$ cat src/rtl/pirc_pkg.sv
package pirc_pkg;

    localparam int unsigned PIRC_LINES = 8;
    localparam int unsigned PIRC_LW    = $clog2(PIRC_LINES);

    typedef enum logic [1:0] {
        WA_CMD  = 2'd0,
        WA_MASK = 2'd1,
        WA_BASE = 2'd2,
        WA_CASC = 2'd3
    } pirc_waddr_e;

    typedef enum logic [1:0] {
        CK_NONE,
        CK_INIT,
        CK_EOS,
        CK_MODE
    } pirc_kind_e;

    typedef struct packed {
        pirc_kind_e              kind;
        logic                    specific;
        logic                    rotate;
        logic                    clr_isr;
        logic [PIRC_LW-1:0]      lvl;
        logic                    rs_we;
        logic                    rs_val;
        logic                    smm_we;
        logic                    smm_val;
        logic                    ld_mask;
        logic                    ld_base;
        logic                    ld_casc;
        logic [PIRC_LINES-1:0]   payload;
    } pirc_cmd_t;

    typedef struct packed {
        logic               hit;
        logic [PIRC_LW-1:0] lvl;
    } pirc_pick_t;

endpackage

$ cat src/rtl/pirc_scan.sv
// Rotating first-set finder: scans upward from start, wrapping modulo N.
module pirc_scan
    import pirc_pkg::*;
#(
    parameter int unsigned N  = PIRC_LINES,
    parameter int unsigned LW = PIRC_LW
) (
    input  logic [N-1:0]  vec,
    input  logic [LW-1:0] start,
    output pirc_pick_t    pick
);

    always_comb begin
        pick = '0;
        // Descending offset so the smallest offset from start wins last.
        for (int k = N - 1; k >= 0; k--) begin
            int idx;
            idx = (int'(start) + k) % N;
            if (vec[idx]) begin
                pick.hit = 1'b1;
                pick.lvl = idx[LW-1:0];
            end
        end
    end

endmodule

$ cat src/rtl/pirc_cmd_dec.sv
// Turns one write into a command descriptor.
module pirc_cmd_dec
    import pirc_pkg::*;
(
    input  logic        wr_en,
    input  logic [1:0]  wr_addr,
    input  logic [7:0]  wr_data,
    output pirc_cmd_t   cmd
);

    always_comb begin
        cmd          = '0;
        cmd.specific = wr_data[6];
        cmd.rotate   = wr_data[7];
        cmd.clr_isr  = wr_data[5];
        cmd.lvl      = wr_data[PIRC_LW-1:0];
        cmd.rs_we    = wr_data[1];
        cmd.rs_val   = wr_data[0];
        cmd.smm_we   = wr_data[6];
        cmd.smm_val  = wr_data[5];
        cmd.payload  = wr_data;
        if (wr_en) begin
            unique case (pirc_waddr_e'(wr_addr))
                WA_CMD: begin
                    if (wr_data[4])      cmd.kind = CK_INIT;
                    else if (wr_data[3]) cmd.kind = CK_MODE;
                    else                 cmd.kind = CK_EOS;
                end
                WA_MASK: cmd.ld_mask = 1'b1;
                WA_BASE: cmd.ld_base = 1'b1;
                WA_CASC: cmd.ld_casc = 1'b1;
                default: ;
            endcase
        end
    end

endmodule

$ cat src/rtl/pirc_top.sv
module pirc_top
    import pirc_pkg::*;
#(
    parameter logic [PIRC_LINES-1:0] RST_MASK = 8'h7D,
    parameter logic [PIRC_LINES-1:0] RST_CASC = 8'h80,
    parameter logic [PIRC_LINES-1:0] RST_BASE = 8'h08
) (
    input  logic       clk,
    input  logic       rst,
    input  logic [7:0] req_i,
    input  logic       int_en_i,
    input  logic       wr_en_i,
    input  logic [1:0] wr_addr_i,
    input  logic [7:0] wr_data_i,
    output logic [7:0] rd_data_o,
    output logic       int_o,
    input  logic       ack_i,
    output logic [7:0] vector_o
);

    localparam int unsigned N  = PIRC_LINES;
    localparam int unsigned LW = PIRC_LW;

    logic [N-1:0]  irr_q, isr_q, imr_q, casc_q, base_q;
    logic [LW-1:0] ptr_q;
    logic          rsel_q, smm_q;

    logic [N-1:0]  irr_d, isr_d, imr_d, casc_d, base_d;
    logic [LW-1:0] ptr_d;
    logic          rsel_d, smm_d;

    pirc_cmd_t     cmd;
    pirc_pick_t    arb_pick, eos_pick;
    logic [N-1:0]  cand, blk;
    logic          grant_ok, take;
    logic [LW-1:0] eos_lvl;
    logic          eos_valid;

    pirc_cmd_dec u_dec (
        .wr_en   (wr_en_i),
        .wr_addr (wr_addr_i),
        .wr_data (wr_data_i),
        .cmd     (cmd)
    );

    // candidates and blocking in-service lines
    assign cand = irr_q & ~imr_q & ~isr_q;
    assign blk  = smm_q ? (isr_q & imr_q) : isr_q;

    pirc_scan #(.N(N), .LW(LW)) u_arb (
        .vec   (cand | blk),
        .start (ptr_q),
        .pick  (arb_pick)
    );

    pirc_scan #(.N(N), .LW(LW)) u_eos (
        .vec   (isr_q),
        .start (ptr_q),
        .pick  (eos_pick)
    );

    // grant only a non-cascade candidate found first
    assign grant_ok  = arb_pick.hit && cand[arb_pick.lvl] && !casc_q[arb_pick.lvl];
    assign int_o     = int_en_i && grant_ok;
    assign vector_o  = {base_q[N-1:LW], arb_pick.lvl};
    assign take      = ack_i && int_o && !wr_en_i;
    assign rd_data_o = rsel_q ? isr_q : irr_q;

    // end-of-service target
    assign eos_lvl   = cmd.specific ? cmd.lvl : eos_pick.lvl;
    assign eos_valid = cmd.specific || eos_pick.hit;

    always_comb begin
        irr_d  = irr_q;
        isr_d  = isr_q;
        imr_d  = imr_q;
        casc_d = casc_q;
        base_d = base_q;
        ptr_d  = ptr_q;
        rsel_d = rsel_q;
        smm_d  = smm_q;

        if (take) begin
            isr_d[arb_pick.lvl] = 1'b1;
            irr_d[arb_pick.lvl] = 1'b0;
        end

        unique case (cmd.kind)
            CK_INIT: begin
                imr_d  = '0;
                irr_d  = '0;
                rsel_d = 1'b0;
                smm_d  = 1'b0;
                ptr_d  = '0;
            end
            CK_EOS: begin
                if (eos_valid) begin
                    if (cmd.rotate)  ptr_d = eos_lvl + 1'b1;
                    if (cmd.clr_isr) isr_d[eos_lvl] = 1'b0;
                end
            end
            CK_MODE: begin
                if (cmd.rs_we)  rsel_d = cmd.rs_val;
                if (cmd.smm_we) smm_d  = cmd.smm_val;
            end
            default: ;
        endcase

        if (cmd.ld_mask) imr_d  = cmd.payload;
        if (cmd.ld_base) base_d = cmd.payload;
        if (cmd.ld_casc) casc_d = cmd.payload;

        irr_d = irr_d | req_i;
    end

    always_ff @(posedge clk) begin
        if (rst) begin
            irr_q  <= '0;
            isr_q  <= '0;
            imr_q  <= RST_MASK;
            casc_q <= RST_CASC;
            base_q <= RST_BASE;
            ptr_q  <= '0;
            rsel_q <= 1'b0;
            smm_q  <= 1'b0;
        end else begin
            irr_q  <= irr_d;
            isr_q  <= isr_d;
            imr_q  <= imr_d;
            casc_q <= casc_d;
            base_q <= base_d;
            ptr_q  <= ptr_d;
            rsel_q <= rsel_d;
            smm_q  <= smm_d;
        end
    end

endmodule

$ cat config.mk
export PLATFORM = sky130hd
export DESIGN_NAME = pirc_top
export DESIGN_NICKNAME = d
export VERILOG_FILES = /design/src/rtl/pirc_pkg.sv /design/src/rtl/pirc_scan.sv /design/src/rtl/pirc_cmd_dec.sv /design/src/rtl/pirc_top.sv
export SDC_FILE = /design/constraint.sdc
export NUM_CORES = 1
export LEC_CHECK = 0
export ABC_AREA = 1
export BUFFER_PORTS_ARGS = -buffer_cell sky130_fd_sc_hd__buf_4
export CAP_MARGIN = 10
export CORE_MARGIN = 1.5
export CORE_UTILIZATION = 43
export CTS_BUF_LIST = sky130_fd_sc_hd__clkbuf_4
export DETAILED_ROUTE_END_ITERATION = 10
export PLACE_DENSITY_LB_ADDON = 0.12
export SETUP_SLACK_MARGIN = 0.5
export SKIP_CTS_REPAIR_TIMING = 1
export SYNTH_ARGS = -nofsm -noshare
export SYNTH_HDL_FRONTEND = slang
export SYNTH_SLANG_ARGS = --single-unit
$ cat constraint.sdc
create_clock -name clk -period 5.5 [get_ports clk]
set_input_delay 0.825 -clock clk [delete_from_list [all_inputs] [get_ports clk]]
set_output_delay 0.825 -clock clk [all_outputs]
set_load 0.02 [all_outputs]
Word level (Yosys, flattened, before mapping). Cells that the tools add are included.

Bits of input ports: 23. Word-level logic and storage cells: 149. Bits in registers: 45. Output and inout port bits: 17.

Magnitude comparators: 12. Eq/ne operators: 10. Multiplexer cells: 82. Reductions and logical operators: 17. Add/subtract/negate cells: 8. Bitwise logic cells: 12.

Operators by type and width (count): $mux W8 (10); $mux W4 (16); $bmux W1 S3 (18); $and A8 B8 Y8 (5); $lt A3 B4 Y1 const B (10); $not A8 Y8 (4); $mux W1 (26); $or A8 B8 Y8 (3); $add A3 B3 Y3 const B (4); $mux W3 (4); $eq A2 B2 Y1 const B (4); $ne A2 B2 Y1 const B (4); $logic_and A1 B1 Y1 (7); $add A3 B1 Y3 const B (2); $add A3 B2 Y3 const B (2); $demux W1 S3 (2); $ge A3 B1 Y1 const B (2); $mux W2 (3); $pmux W3 S2 (1); $reduce_bool A2 Y1 (3); $eq A2 B1 Y1 const B (2); $pmux W1 S2 (2); $reduce_and A2 Y1 (2); $reduce_and A3 Y1 (1); 3 further kinds (4).

Longest topological paths before layout.
Depth in word-level cells: 26. Gate-level depth with buffers: 26. Depth with buffers taken out: 26.

By module. Synthesis repeated with hierarchy kept, for this count alone.

Cell total of the unflattened synthesis: 612. Area total of the unflattened synthesis: 3916.3 um2.

By module, submodules not included: pirc_top (seq. area each 840.8 um2, area an instance 2150.8 um2, times used 1, cells an instance 327); pirc_scan (seq. area each 0.0 um2, area an instance 794.5 um2, times used 2, cells an instance 128); pirc_cmd_dec (seq. area each 0.0 um2, area an instance 176.4 um2, times used 1, cells an instance 29).

Worst setup path before layout. Ideal clock, no wire load.

Path kind: register -> output. Start: register ptr_q[1]. End: output int_o. Buffers on the path: 3. Data arrival time: 2997 ps. Slack: 1678 ps. Stages on the path, launching flop included: 21. Data required time: 4675 ps. Cells stage by stage: dfxtp_1 > inv_1 > buf_2 > ha_1 > buf_2 > inv_2 > nand3_1 > nand2_1 > nand2_1 > nand2_1 > inv_1 > nand2_1 > nand2_1 > nand2_1 > nand2_2 > nand2_4 > nand2_4 > buf_6 > nand4_1 > nand2_1 > nor4_1.

Cells in the longest elaborated chain, start to end: 16. Elaborated cells on any way between the ends: 39. Those cells by class: add/sub: 7; mux: 28; reduce/logical: 4.

RTL lines: start, declared (RTL line pirc_top.sv:25) `logic [LW-1:0] ptr_q;`; start signal, assigned (RTL line pirc_top.sv:132) `ptr_q <= ptr_d;`; $add A3 B3 Y3 (RTL line pirc_scan.sv:18) `idx = (int'(start) + k) % N;`; $bmux W1 S3 (RTL line pirc_scan.sv:19) `if (vec[idx]) begin`; $mux W1 (implied by the code) (RTL line pirc_scan.sv:19); $mux W4 (7 in series) (RTL line pirc_scan.sv:19); $mux W4 (*) (RTL line pirc_scan.sv:19); via vector_o[0] (RTL line pirc_top.sv:18) `output logic [7:0] vector_o`; $bmux W1 S3 (RTL line pirc_top.sv:63) `assign grant_ok = arb_pick.hit && cand[arb_pick.lvl] && !casc_q[arb_pick.lvl];`; $mux W1 (implied by the code) (RTL line pirc_top.sv:63); $logic_and A1 B1 Y1 / $logic_not A1 Y1 (equally long branches) (RTL line pirc_top.sv:63); $logic_and A1 B1 Y1 (*) (RTL line pirc_top.sv:63); $logic_and A1 B1 Y1 (*) (RTL line pirc_top.sv:64) `assign int_o = int_en_i && grant_ok;`; end, declared (RTL line pirc_top.sv:16) `output logic int_o,`.

The timed path passes the listed nets; every way through them passes the cells marked *. The select of a mux whose other input is x is not followed.

Worst setup path after layout.
Start: register ptr_q[1]. End: output int_o.

Cells in the longest elaborated chain, start to end: 16. Elaborated cells on any way between the ends: 39. Those cells by class: add/sub: 7; mux: 28; reduce/logical: 4.

RTL lines (RTL line): $add A3 B3 Y3 (pirc_scan.sv:18); $bmux W1 S3 (pirc_scan.sv:19); $mux W1 (implied by the code) (pirc_scan.sv:19); $mux W4 (7 in series) (pirc_scan.sv:19); $mux W4 (*) (pirc_scan.sv:19); $bmux W1 S3 (pirc_top.sv:63); $mux W1 (implied by the code) (pirc_top.sv:63); $logic_and A1 B1 Y1 / $logic_not A1 Y1 (equally long branches) (pirc_top.sv:63); $logic_and A1 B1 Y1 (*) (pirc_top.sv:63); $logic_and A1 B1 Y1 (*) (pirc_top.sv:64).

Every way passes the cells marked *; elsewhere a longest branch is shown, timed or not. The select of a mux whose other input is x is not followed.

==> results.md <==
* Status: complete, no violations
* Placeable Area at 7727 sq um
* Nets at 621
* Via/cell ratio at 5.312
* Clock Latency Late Sink at 0.36 ns
* CTS root buf: clkbuf_4
* Yosys top cell by area: dfxtp_1
* Flop pwr share at 37.4%
* Ys Warns at 0
* Pint at 0.5050 mW
* Filler cell count at 849
* Area of the multi-input gates at 2173 sq um
* DRT iter0 DRCs at 207
* Mapped Nets at 590
* HPWL after detailed placement at 8556 microns
* Largest net degree at the start of global routing at 30
* Synth Register Bits at 42
* Least-Margin Pin Slew at 0.9527 ns
* Syn Std Cell Area at 3422 sq um
* Minimum clock period at 4.482 ns
* Rel. slew slack at 36.25%
* Setup CP Type: reg -> out
* Startpoint types: register
* Clock skew at 0.01697 ns
* Die width at 92.21 microns
* Peak VDD IR at 0.1194 mV
* Clock Sinks at 42
* Starting density of the core at 44.28%
* Logic pwr share at 44.8%
* Worst Hold Margin at 0.4747 ns
* Req. time, crit path at 4.68 ns
* Final hold vios at 0
* Initial antenna violation count at 0
* Storage cell area at 842.1 sq um
* Die ar. at 8503 sq um
* GR Util All Layers at 25.98%
* WL per Instance at 15.27 microns
* WL final at 10660 microns
* First-pass DRT Iterations at 5
* Clock slew at reported path FFs at 0.13 ns
* Congestion Overflow GR at 0
* Vias in the first global route at 3430
* Setup crit end kind: output pin
* Leakage at 1.792 nW
* Num CTS Buffers at 5
* CTS tree: yes
* Cell Pwr Density at 233.1 nW/um^2
* Area contributors post-synth: dfxtp_1 25%, nand2_1 17%, inv_1 6.9%
* Worst-path maximum fanout at 16
* First-pass GRT wire length at 17240 microns
* Gp weighted congestion at 0.9541
* I/O Pins at 40
* Area growth, synth to finish at 11.52%
* Syn Inst Count at 564
* Ant diodes at 0
* Layout cells sized above 1 at 17.95%
* Num rows at 32
* Vias post-DR at 3708
* Slew Viols, Final at 0
* Fmax at 223.1 MHz
* Net Sw Frac at 43.22%
* Chip height at 92.21 microns
* RSZ-0062 raised after global routing: false
* Antenna viol nets, final at 0
* Fin crit share at 81.50%
* Hold Path Class: reg -> reg
* Clk pwr share at 17.9%
* I/O Buffers at 39
* Maxcap violations at 0
* Sequential fraction of the synthesis area at 24.57%
* CTS H-tree lvls at 2
* Drt drc at 0
* Synth top area share at 24.57%
* Fin Setup TNS at 0 ns
* Max clock buf depth at 2
* Final setup viols at 0
* Synth cell types at 40
* Worst reg-to-reg setup slack at 1.82 ns
* Crit path DAT at 3.66 ns
* Syn_area_per_cell at 6.067 sq um
* Switching power at 0.3845 mW
[per-stage QoR]
step	area (sq um)	worst slack, ns	utilization [%]	power (mW)	cells
after global placement	3751	1.293	48.54	0.7247	690
final	3816	1.018	49.38	0.8895	698
after global routing	3816	0.5963	49.38	0.9500	698
after detailed placement	3751	1.100	48.54	0.7292	690
after CTS	3807	0.7030	49.27	0.8886	698
after floorplan	3422	1.678	-	0.6348	564
[synth_stat cells, drive strengths merged]
library cell	number
o21ai	55
o21bai	1
inv	78
buf	11
a221o	6
nor4	2
nor2	43
a21oi	46
o211ai	1
nand3	55
or2	8
nor3	8
xnor2	2
a31oi	2
nand3b	3
nand4	18
clkbuf	6
ha	3
clkinv	3
dfxtp	42
nand2	168
o21a	1
xor2	2
[layout make-up]
type | count | share of cell area [%]
Tap cell | 102 | 3.344
Clock inverter | 3 | 0.4918
Sequential cell | 42 | 22.07
Inverter | 81 | 8.098
Clock buffer | 5 | 0.9836
Timing Repair Buffer | 41 | 8.066
Multi-Input combinational cell | 424 | 56.95
[power by group through the flow]
stage,Combinational (mW),Sequential [mW],Clock (mW)
2_1_floorplan,0.299,0.336,0
3_3_place_gp,0.386,0.339,0
3_5_place_dp,0.391,0.339,0
4_1_cts,0.392,0.332,0.164
5_1_grt,0.443,0.334,0.173
6_report,0.398,0.332,0.159
[path summary, 6_finish.rpt]
kind         cells past startpoint      from  endpoint
max                             17  ptr_q[1]     int_o
max reg2reg                     21  ptr_q[1]  ptr_q[2]
min reg2reg                      2  imr_q[1]  imr_q[1]
min                              2  imr_q[1]  imr_q[1]
[cell families after synthesis]
group           synth area share (%)
simple gates                   42.19
compound gates                 18.32
buf+inv                        12.14
flops                          24.57
xor+xnor                       1.682
fa+ha+maj                      1.097
[sequential cells by signal, indices dropped and copies added (netlist names)]
register  flops
base_q        5
casc_q        8
imr_q         8
irr_q         8
isr_q         8
ptr_q         3
rsel_q        1
smm_q         1
[critical path, stage by stage (launching register included)]
cell     delay [ns]
dfxtp_2        0.51
inv_1          0.27
ha_1           0.56
inv_2          0.20
nand3_1        0.14
nand2_1        0.05
nand2_1        0.09
nand2_1        0.12
a31oi_1        0.16
nand2_1        0.07
nand2_1        0.05
nand2_1        0.08
a21oi_4        0.29
nor2_1         0.12
nand2_2        0.10
nand3_4        0.09
nor4_1         0.20
buf_4          0.19
[metal layers]
metal	up-vias	share of wire [%]	routed length, microns	GRT usage, %
li1	1901	-	-	-
met1	1678	47	4989	35.48
met2	113	46	4956	43.89
met3	16	4.9	519	2.736
met4	0	1.8	196	5.897
met5	-	0	0	0
[placed cells by master (no fill, tap or decap), types with 10 or more instances in the layout]
cell,instances
buf_4,41
o21ai_0,40
o21ai_1,10
inv_1,63
nand3_1,46
inv_2,15
nand4_1,18
nand2_1,155
a21oi_1,44
nor2_1,39
dfxtp_1,41
No activity file was read; power rests on OpenSTA's default activity.
